### src/rtl/i2c_filt_pkg.sv
package i2c_filt_pkg;

  // Core clocks added on the SCL path for a given filter setting.
  function automatic int unsigned scl_path_delay(input logic en, input int unsigned thr);
    if (!en)
      return 7;
    else if (thr <= 2)
      return 8;
    else
      return thr + 6;
  endfunction

endpackage

### src/rtl/i2c_sync_chain.sv
module i2c_sync_chain #(
  parameter int  STAGES  = 2,
  parameter logic RST_VAL = 1'b1
) (
  input  logic clk,
  input  logic rst,
  input  logic din,
  output logic dout
);

  logic [STAGES-1:0] chain_q;

  always_ff @(posedge clk) begin
    if (rst)
      chain_q <= {STAGES{RST_VAL}};
    else
      chain_q <= {chain_q[STAGES-2:0], din};
  end

  assign dout = chain_q[STAGES-1];

endmodule

### src/rtl/i2c_line_deglitch.sv
module i2c_line_deglitch #(
  parameter int   THR_W   = 3,
  parameter logic RST_VAL = 1'b1
) (
  input  logic             clk,
  input  logic             rst,
  input  logic             en,
  input  logic [THR_W-1:0] thr,
  input  logic             lvl_sync,
  output logic             lvl_filt
);

  localparam int CW = THR_W + 1;

  logic [THR_W-1:0] run_q;
  logic [CW-1:0]    need;
  logic [CW-1:0]    run_next;

  // A zero threshold still needs one observed cycle.
  assign need     = (thr == '0) ? CW'(1) : {1'b0, thr};
  assign run_next = {1'b0, run_q} + CW'(1);

  always_ff @(posedge clk) begin
    if (rst) begin
      lvl_filt <= RST_VAL;
      run_q    <= '0;
    end else if (!en) begin
      lvl_filt <= lvl_sync;
      run_q    <= '0;
    end else if (lvl_sync == lvl_filt) begin
      run_q    <= '0;
    end else if (run_next >= need) begin
      lvl_filt <= lvl_sync;
      run_q    <= '0;
    end else begin
      run_q    <= run_next[THR_W-1:0];
    end
  end

endmodule

### src/rtl/i2c_delay_report.sv
module i2c_delay_report #(
  parameter int THR_W  = 3,
  parameter int COMP_W = 4,
  parameter int DEF_THR = 7
) (
  input  logic              clk,
  input  logic              rst,
  input  logic              en,
  input  logic [THR_W-1:0]  thr,
  output logic [COMP_W-1:0] comp
);

  import i2c_filt_pkg::*;

  localparam logic [COMP_W-1:0] RST_COMP = COMP_W'(scl_path_delay(1'b1, DEF_THR));

  logic [COMP_W-1:0] comp_d;

  always_comb comp_d = COMP_W'(scl_path_delay(en, int'(thr)));

  always_ff @(posedge clk) begin
    if (rst)
      comp <= RST_COMP;
    else
      comp <= comp_d;
  end

endmodule

### src/rtl/i2c_line_filter.sv
module i2c_line_filter #(
  parameter int THR_W   = 3,
  parameter int COMP_W  = 4,
  parameter int SYNC_N  = 2,
  parameter int DEF_THR = 7
) (
  input  logic              clk,
  input  logic              rst,
  input  logic              scl_in,
  input  logic              sda_in,
  input  logic              scl_filt_en,
  input  logic              sda_filt_en,
  input  logic [THR_W-1:0]  scl_thr,
  input  logic [THR_W-1:0]  sda_thr,
  output logic              scl_out,
  output logic              sda_out,
  output logic [COMP_W-1:0] scl_comp
);

  localparam int NLINES = 2;

  logic [NLINES-1:0]            raw_lvl;
  logic [NLINES-1:0]            sync_lvl;
  logic [NLINES-1:0]            filt_lvl;
  logic [NLINES-1:0]            line_en;
  logic [NLINES-1:0][THR_W-1:0] line_thr;

  // Index 0 is SCL, index 1 is SDA.
  assign raw_lvl  = {sda_in, scl_in};
  assign line_en  = {sda_filt_en, scl_filt_en};
  assign line_thr = {sda_thr, scl_thr};

  for (genvar i = 0; i < NLINES; i++) begin : g_line
    i2c_sync_chain #(.STAGES(SYNC_N), .RST_VAL(1'b1)) i_sync (
      .clk  (clk),
      .rst  (rst),
      .din  (raw_lvl[i]),
      .dout (sync_lvl[i])
    );
    i2c_line_deglitch #(.THR_W(THR_W), .RST_VAL(1'b1)) i_dg (
      .clk      (clk),
      .rst      (rst),
      .en       (line_en[i]),
      .thr      (line_thr[i]),
      .lvl_sync (sync_lvl[i]),
      .lvl_filt (filt_lvl[i])
    );
  end

  assign scl_out = filt_lvl[0];
  assign sda_out = filt_lvl[1];

  i2c_delay_report #(.THR_W(THR_W), .COMP_W(COMP_W), .DEF_THR(DEF_THR)) i_dly (
    .clk  (clk),
    .rst  (rst),
    .en   (scl_filt_en),
    .thr  (scl_thr),
    .comp (scl_comp)
  );

endmodule

### config.mk
export PLATFORM = sky130hd
export DESIGN_NAME = i2c_line_filter
export DESIGN_NICKNAME = d
export VERILOG_FILES = /design/src/rtl/i2c_filt_pkg.sv /design/src/rtl/i2c_sync_chain.sv /design/src/rtl/i2c_line_deglitch.sv /design/src/rtl/i2c_delay_report.sv /design/src/rtl/i2c_line_filter.sv
export SDC_FILE = /design/constraint.sdc
export NUM_CORES = 1
export LEC_CHECK = 0
export ABC_AREA = 1
export CORE_MARGIN = 8
export CORE_UTILIZATION = 50
export DETAILED_ROUTE_END_ITERATION = 10
export PLACE_DENSITY = 0.81
export SYNTH_ARGS = -nofsm -noshare
export SYNTH_HDL_FRONTEND = slang
export SYNTH_SLANG_ARGS = --single-unit
export TNS_END_PERCENT = 50
### constraint.sdc
create_clock -name clk -period 2.58 [get_ports clk]
set_clock_uncertainty 0.1 [all_clocks]
set_input_delay 0.387 -clock clk [delete_from_list [all_inputs] [get_ports clk]]
set_output_delay 0.387 -clock clk [all_outputs]
set_load 0.02 [all_outputs]
Word-level counts from Yosys, hierarchy flattened
Index checks and enable logic that the tools add are counted.

Output and inout port bits: 6. Flip-flop bits (word level): 16. Input bits: 12.

Add/sub/neg operators: 3. Reductions and logical operators: 7. Mux-type cells: 10. $lt $le $gt $ge: 3. Bitwise gates (word level): 2. Eq/ne operators: 6.

Operator list (count): 3-bit by 1-bit adder with 4-bit output (second input constant) (2); 4-bit >= comparator (2); 4-bit 2-to-1 mux (2); 4-bit OR reduction (2); 3-bit logical NOT (2); 1-bit 2-to-1 mux (6); 3-bit 2-to-1 mux (2); 3-bit by 3-bit adder with 4-bit output (second input constant) (1); 2-bit by 1-bit inequality test with 1-bit output (second input constant) (2); 2-bit inequality test (second input constant) (2); 2-bit AND reduction (2); 3-bit by 2-bit less-or-equal comparator with 1-bit output (second input constant) (1); 1-bit equality test (2); 1-bit inverter (2); 2-bit OR reduction (1).

Longest topological paths before layout
Gate-level depths: netlist of run 1.

Word-level depth: 6. Mapped depth: 10. Mapped depth without buffers: 10.

Cells and area by module
Synthesis of run 1 repeated with hierarchy kept, for this count alone.

Cell total of the unflattened synthesis: 98. Area total of the unflattened synthesis: 758.2 um^2.

Modules (own cells, without submodules): i2c_line_deglitch (area an instance 257.7 um^2, seq. area each 80.1 um^2, cells an instance 35, times used 2); i2c_delay_report (area an instance 125.1 um^2, seq. area each 80.1 um^2, cells an instance 14, times used 1); i2c_sync_chain (area an instance 58.8 um^2, seq. area each 40.0 um^2, cells an instance 7, times used 2).

Least setup slack after synthesis of run 1
OpenSTA, ideal clock, no wires.

Path type: register -> register. Start point: register g_line[0].i_dg.run_q[0]. End point: register g_line[0].i_dg.lvl_filt. Stages on the path, launching flop included: 9. Path slack: 1.102 ns. Path buffers: 0. Arrival time: 1.257 ns. Clock period less this slack: 1.478 ns. Path through: dfxtp_1 > ha_1 > ha_1 > nand2_1 > nand2_1 > nand2_1 > nand3_1 > nand2_1 > nand3_1.

Longest elaborated chain between the ends: 4.

Ends and longest elaborated chain: start: declaration (line i2c_line_deglitch.sv:15) `logic [THR_W-1:0] run_q;`; start signal: assignment (line i2c_line_deglitch.sv:36) `run_q <= run_next[THR_W-1:0];`; 3-bit by 1-bit adder with 4-bit output (line i2c_line_deglitch.sv:21) `assign run_next = {1'b0, run_q} + CW'(1);`; via g_line[0].i_dg.run_next[1] (line i2c_line_deglitch.sv:17) `logic [CW-1:0] run_next;`; 4-bit >= comparator (line i2c_line_deglitch.sv:32) `end else if (run_next >= need) begin`; 2-bit by 1-bit inequality test with 1-bit output (no line); 2-bit AND reduction (no line); end signal: assignment (line i2c_line_deglitch.sv:28) `lvl_filt <= lvl_sync;`; end signal: assignment (line i2c_line_deglitch.sv:33) `lvl_filt <= lvl_sync;`; end: declaration (line i2c_line_deglitch.sv:10) `output logic lvl_filt`.

The timed path passes the listed nets, and every way through them passes these cells. A chain may end at the register's enable or synchronous reset.

Worst setup path after layout of run 1
Start point: register g_line[0].i_dg.lvl_filt. End point: output port scl_out.

RTL lines: end: declaration (line i2c_line_filter.sv:15) `output logic scl_out,`.

No word-level cell between the ends.

==> impl_metrics.ini, run 1 <==
[timing]
max_freq_ghz = 0.563
worst_pin_slew_ns = 0.254
fin_setup_tns_ns = 0
rsz0062_at_grt = no
min_period_ns = 1.78
hold_viol_final = 0
setup_violations = 0
finalMaxSlewViolations = 0
post-route-period-util_pct = 68.8
relSlewSlack_pct = 83.0

[pwr]
power.total_mw = 0.503
p_leak_nw = 0.464
peakVddDrop_uv = 319
power_density_nw_per_um2 = 522

[hold_path]
hold_start = g_line[1].i_sync.chain_q[0]$_SDFF_PP1_
hold_class = flop to flop

[critical_path]
start_kind = flop
cp.arrival_ns = 1.29
critPathBufInv = 1
worstPathRequired_ns = 2.09
path_cells = clkdlybuf4s50_1
crit_path_end_kind = output port
cp_slowest_cell = clkdlybuf4s50_1
cp_max_fo = 3
regToRegStartpoint = g_line[1].i_dg.run_q[0]$_SDFF_PP0_
crit_start = g_line[0].i_dg.lvl_filt$_SDFFE_PP1P_
cpLargestDelayFamily = buffers and inverters
worstSetupPathType = flop to output port
max_stage_delay_ns = 0.62

[global_route]
gr-usage-met2_pct = 18.3
grt_pass1_vias = 592
overflow = 0
gr-max-usage-layer = met2
antenna_found_initial = 0
grtUsageMet3_pct = 2.45
grt_max_degree = 10
grtUsageTotal_pct = 10.7
grt_first_pass_wirelength_microns = 2340
grtUsageMet1_pct = 11.7

[floorplan]
core_sq_um = 1440
die_w_microns = 54.4
num_io_pins = 18
rows = 14
die_h_microns = 54.4
die-area_sq_um = 2960
initial_core_util_pct = 51.3

[cts]
cts_buffer_depth = 2
clk_pin_slew_ns = 0.09
clock-sinks = 16
worstSkewPairLatency_ns = 0.28
cts_buffers = 3
clock-root-buffer = clkbuf_4
cts-resized-gates = 0
htreeDepth = 1
cts_hold_buf = 0
tritoncts = done
post-cts-setup-buffer-count = 0

[synth]
synth_warnings = 0
syn-cell-area_sq_um = 737
synth_top_cell_by_area = dfxtp_1
ys_top_cells_by_area = dfxtp_1 (43%), ha_1 (14%), inv_1 (8.1%), nand2_1 (6.1%), xor2_1 (4.8%)
synth_top_area_share_pct = 43.5
synth_flop_cell = dfxtp_1
syn_area_per_cell_sq_um = 8.67
syn_nets = 105
ys_types = 18
ys_seq_area_share_pct = 43.5
synth-edff-count = 0
syn_inst = 85
async_reset_ff_share_pct = 0
synth_common_cells = dfxtp_1 (16), inv_1 (16), nand2_1 (12)
synth_seq_cells = 16

[routing]
drt_iter0_markers = 6
drc = 0
drt_wl_total_microns = 1340
wire_per_inst_microns = 11.0
route.vias.total = 594
ant_nets = 0
viasPerCell = 4.87
drtPass1Iterations = 4

[cells_and_area]
nNetsFinal = 127
antennaDiodeCount = 0
drive_gt1_share_pct = 13.2
syn2layout_area_growth_pct = 30.7
fillers = 106

[placed_design]
hpwl_microns = 1100
place.gp.congestion = 0.765
portBuffers = 17

[run_status]
outcome = finished, final reports clean

[job]
cap_viol_max_count = 0
## power breakdown
group	switching [mW]	leakage (nW)	internal, mW
Combinational	0.0364	0.312	0.0406
Sequential	0.00502	0.132	0.257
Clock	0.0784	0.0210	0.0859
Total	0.120	0.464	0.383
## layer usage
layer / vias to the layer above / wire length (microns)
met5: - / 0
met4: 0 / 35
met3: 5 / 53
met2: 12 / 652
met1: 266 / 597
li1: 311 / -
## cells by family (layout without fill, tap and decap cells)
kind of cell	after synthesis	after routing	synth area share, %
buf+inv	17	38	8.66
simple gates	34	34	24.3
fa+ha+maj	8	8	13.6
flops	16	16	43.5
compound gates	6	6	5.26
xor+xnor	4	4	4.75
## path summary, 6_finish.rpt
check                                                 to  slack (ns)  depth (start not counted)
setup / recovery                                 scl_out        0.80                          1
hold reg to reg   g_line[1].i_sync.chain_q[1]$_SDFF_PP1_        0.32                          1
setup reg to reg      g_line[1].i_dg.run_q[1]$_SDFF_PP0_        0.99                          7
hold / removal    g_line[1].i_sync.chain_q[1]$_SDFF_PP1_        0.32                          1
## area by class of cell
| type | count | area (sq um) | area share [%] |
|---|---|---|---|
| multi-input cells | 52 | 353 | 36.6 |
| flip-flops and latches | 16 | 320 | 33.2 |
| repair buffers | 17 | 170 | 17.7 |
| inverters | 17 | 63.8 | 6.62 |
| clock buffers | 4 | 36.3 | 3.77 |
| well taps | 16 | 20.0 | 2.08 |
## state kept, by name, indices dropped and copies added (netlist names)
register	flops
i_dly.comp	4
g_line.i_dg.run_q	6
g_line.i_dg.lvl_filt	2
g_line.i_sync.chain_q	4
## through the flow
step	cell area, sq um	utilization, %	hold WS, ns	setup WS (ns)	cells
6_report	963	67.1	0.315	0.805	122
5_1_grt	963	67.1	0.326	0.755	122
3_5_place_dp	927	64.5	0.295	0.618	118
2_1_floorplan	737	-	0.289	1.10	85
3_3_place_gp	927	64.5	0.294	0.679	118
4_1_cts	963	67.1	0.319	0.788	122
## cell usage in the layout, fill, tap and decap left out
| master | n |
|---|---|
| nand2_1 | 12 |
| inv_1 | 16 |
| clkbuf_4 | 3 |
| a21oi_1 | 1 |
| nor2_1 | 6 |
| nand4_1 | 1 |
| nand3_1 | 6 |
| ha_1 | 8 |
| nand3b_1 | 1 |
| o21ai_2 | 1 |
| or2_2 | 4 |
| clkbuf_8 | 1 |
| o21bai_1 | 2 |
| clkdlybuf4s50_1 | 17 |
| dfxtp_1 | 16 |
| nand4_2 | 2 |
| xor2_1 | 4 |
| nor2_4 | 1 |
| o21ai_0 | 2 |
| nand2_2 | 1 |
| inv_2 | 1 |
(Power assumes the default switching activity.)
==> run 2: changes to the inputs <==
--- a/config.mk
+++ b/config.mk
@@ -7,9 +7,9 @@
 export LEC_CHECK = 0
 export ABC_AREA = 1
 export CORE_MARGIN = 8
-export CORE_UTILIZATION = 50
+export CORE_UTILIZATION = 46
 export DETAILED_ROUTE_END_ITERATION = 10
-export PLACE_DENSITY = 0.81
+export PLACE_DENSITY = 0.75
 export SYNTH_ARGS = -nofsm -noshare
 export SYNTH_HDL_FRONTEND = slang
 export SYNTH_SLANG_ARGS = --single-unit
==> constraint.sdc (replaced) <==
create_clock -name clk -period 1.8 [get_ports clk]
set_clock_uncertainty 0.1 [all_clocks]
set_input_delay 0.27 -clock clk [delete_from_list [all_inputs] [get_ports clk]]
set_output_delay 0.27 -clock clk [all_outputs]
set_load 0.02 [all_outputs]
==> impl_metrics.ini, run 2 (synthesis gave the netlist of run 1 again) <==
[cts]
post-cts-setup-buffer-count = 0
cts-resized-gates = 0
worstSkewPairLatency_ns = 0.28
clk_pin_slew_ns = 0.09
cts_buffer_depth = 2
clock-sinks = 16
tritoncts = done
htreeDepth = 1
clock-root-buffer = clkbuf_4
cts_hold_buf = 0
cts_buffers = 3

[critical_path]
crit_start = g_line[0].i_dg.lvl_filt$_SDFFE_PP1P_
rr_worst_depth = 8
max_stage_delay_ns = 0.63
cp.arrival_ns = 1.30
worstSetupPathType = flop to output port
cp_max_fo = 3
crit_end = scl_out
regToRegStartpoint = g_line[0].i_dg.run_q[0]$_SDFF_PP0_
path_cells = clkdlybuf4s50_1
crit_path_end_kind = output port
worstPathRequired_ns = 1.43
critPathBufInv = 1
cpLargestDelayFamily = buffers and inverters
r2r_slack_ns = 0.19
start_kind = flop
cp.depth = 1
cp_slowest_cell = clkdlybuf4s50_1
worstReg2RegEnd = g_line[0].i_dg.lvl_filt$_SDFFE_PP1P_

[global_route]
grtUsageMet3_pct = 4.34
grt_pass1_vias = 609
grtUsageTotal_pct = 9.45
grt_first_pass_wirelength_microns = 2560
grtUsageMet1_pct = 11.2
gr-usage-met2_pct = 15.1
overflow = 0
grt_max_degree = 10
gr-max-usage-layer = met2
antenna_found_initial = 0

[timing]
rsz0062_at_grt = no
finalMaxSlewViolations = 0
min_period_ns = 1.67
setup_violations = 0
setup_slack_ns = 0.135
max_freq_ghz = 0.601
post-route-period-util_pct = 92.5
hold_ws_ns = 0.321
relSlewSlack_pct = 83.6
hold_viol_final = 0
worst_pin_slew_ns = 0.246

[cells_and_area]
reg_top3 = g_line.i_dg.run_q x6, g_line.i_sync.chain_q x4, i_dly.comp x4
stdcell_area_sq_um = 971
fillers = 141
regMostFlops = g_line.i_dg.run_q
final_cells = 123
nNetsFinal = 128
mostFrequentLayoutCells = clkdlybuf4s50_1 (17), inv_1 (16), dfxtp_1 (16), nand2_1 (12), ha_1 (8)
layout_commonest_cell = clkdlybuf4s50_1
final_util_pct = 64.5
largest_reg_flops = 6
syn2layout_area_growth_pct = 31.7
antennaDiodeCount = 0
drive_gt1_share_pct = 14.0

[floorplan]
initial_core_util_pct = 48.9
rows = 14
core_sq_um = 1510
die_h_microns = 56.0
die-area_sq_um = 3140
die_w_microns = 56.0
num_io_pins = 18

[routing]
drt_iter0_markers = 16
wire_per_inst_microns = 11.1
ant_nets = 0
drtPass1Iterations = 4
drc = 0
route.vias.total = 581
drt_wl_total_microns = 1370
viasPerCell = 4.72

[pwr]
p_leak_nw = 0.469
peakVddDrop_uv = 503
power_density_nw_per_um2 = 745

[placed_design]
dpl_worst_slack_ns = -0.0431
place.gp.congestion = 0.801
portBuffers = 17
place_area_sq_um = 935
hpwl_microns = 1080
dp_cells = 119

[run_status]
outcome = finished, final reports clean

[hold_path]
hold_class = flop to flop

[job]
cap_viol_max_count = 0
==> run 2: layer usage <==
layer | vias to the layer above | part of all wire, %
li1 | 313 | -
met1 | 253 | 51
met2 | 13 | 42
met3 | 2 | 5.6
met4 | 0 | 0.58
met5 | - | 0
==> run 2: layout make-up <==
cell class                 count  area (sq um)  share of cell area, %
timing repair buffer          18           178                   18.3
sequential                    16           320                   33.0
inverter                      17          63.8                   6.57
tap                           16          20.0                   2.06
multi-input combinational     52           353                   36.3
clock buffer                   4          36.3                   3.74
==> run 2: metrics by stage <==
step	power, mW	setup TNS [ns]
after floorplan	0.440	0
after global placement	0.492	0
after detailed placement	0.496	-0.0440
after CTS	0.729	0
after global routing	0.759	0
final	0.723	0
==> run 2: how the worst min path moves through the flow <==
stage	startpoint	endpoint	cells past startpoint
CTS	g_line[0].i_sync.chain_q[0]$_SDFF_PP1_	g_line[0].i_sync.chain_q[1]$_SDFF_PP1_	1
detailed placement	g_line[0].i_sync.chain_q[0]$_SDFF_PP1_	g_line[0].i_sync.chain_q[1]$_SDFF_PP1_	1
floorplan	rst	i_dly.comp[1]$_SDFF_PP0_	1
finish	g_line[0].i_sync.chain_q[0]$_SDFF_PP1_	g_line[0].i_sync.chain_q[1]$_SDFF_PP1_	1
global route	g_line[0].i_sync.chain_q[0]$_SDFF_PP1_	g_line[0].i_sync.chain_q[1]$_SDFF_PP1_	1
global placement	g_line[1].i_sync.chain_q[0]$_SDFF_PP1_	g_line[1].i_sync.chain_q[1]$_SDFF_PP1_	1
==> run 2: worst reg2reg max path: cells and delay by family, from the launching register on <==
family	cells	cell delay [ns]
fa+ha+maj	2	0.62
flops	1	0.35
simple gates	6	0.44
==> run 2: power breakdown <==
group	internal (mW)	switching [mW]
combinational	0.0592	0.0525
sequential	0.368	0.00765
clock	0.123	0.113
==> run 3: changes to the inputs <==
--- a/config.mk
+++ b/config.mk
@@ -10,6 +10,7 @@
 export CORE_UTILIZATION = 46
 export DETAILED_ROUTE_END_ITERATION = 10
 export PLACE_DENSITY = 0.75
+export SLEW_MARGIN = 25
 export SYNTH_ARGS = -nofsm -noshare
 export SYNTH_HDL_FRONTEND = slang
 export SYNTH_SLANG_ARGS = --single-unit
==> results of run 3 <==
Same layout as run 2: the final DEF is identical, and so are final timing and power.
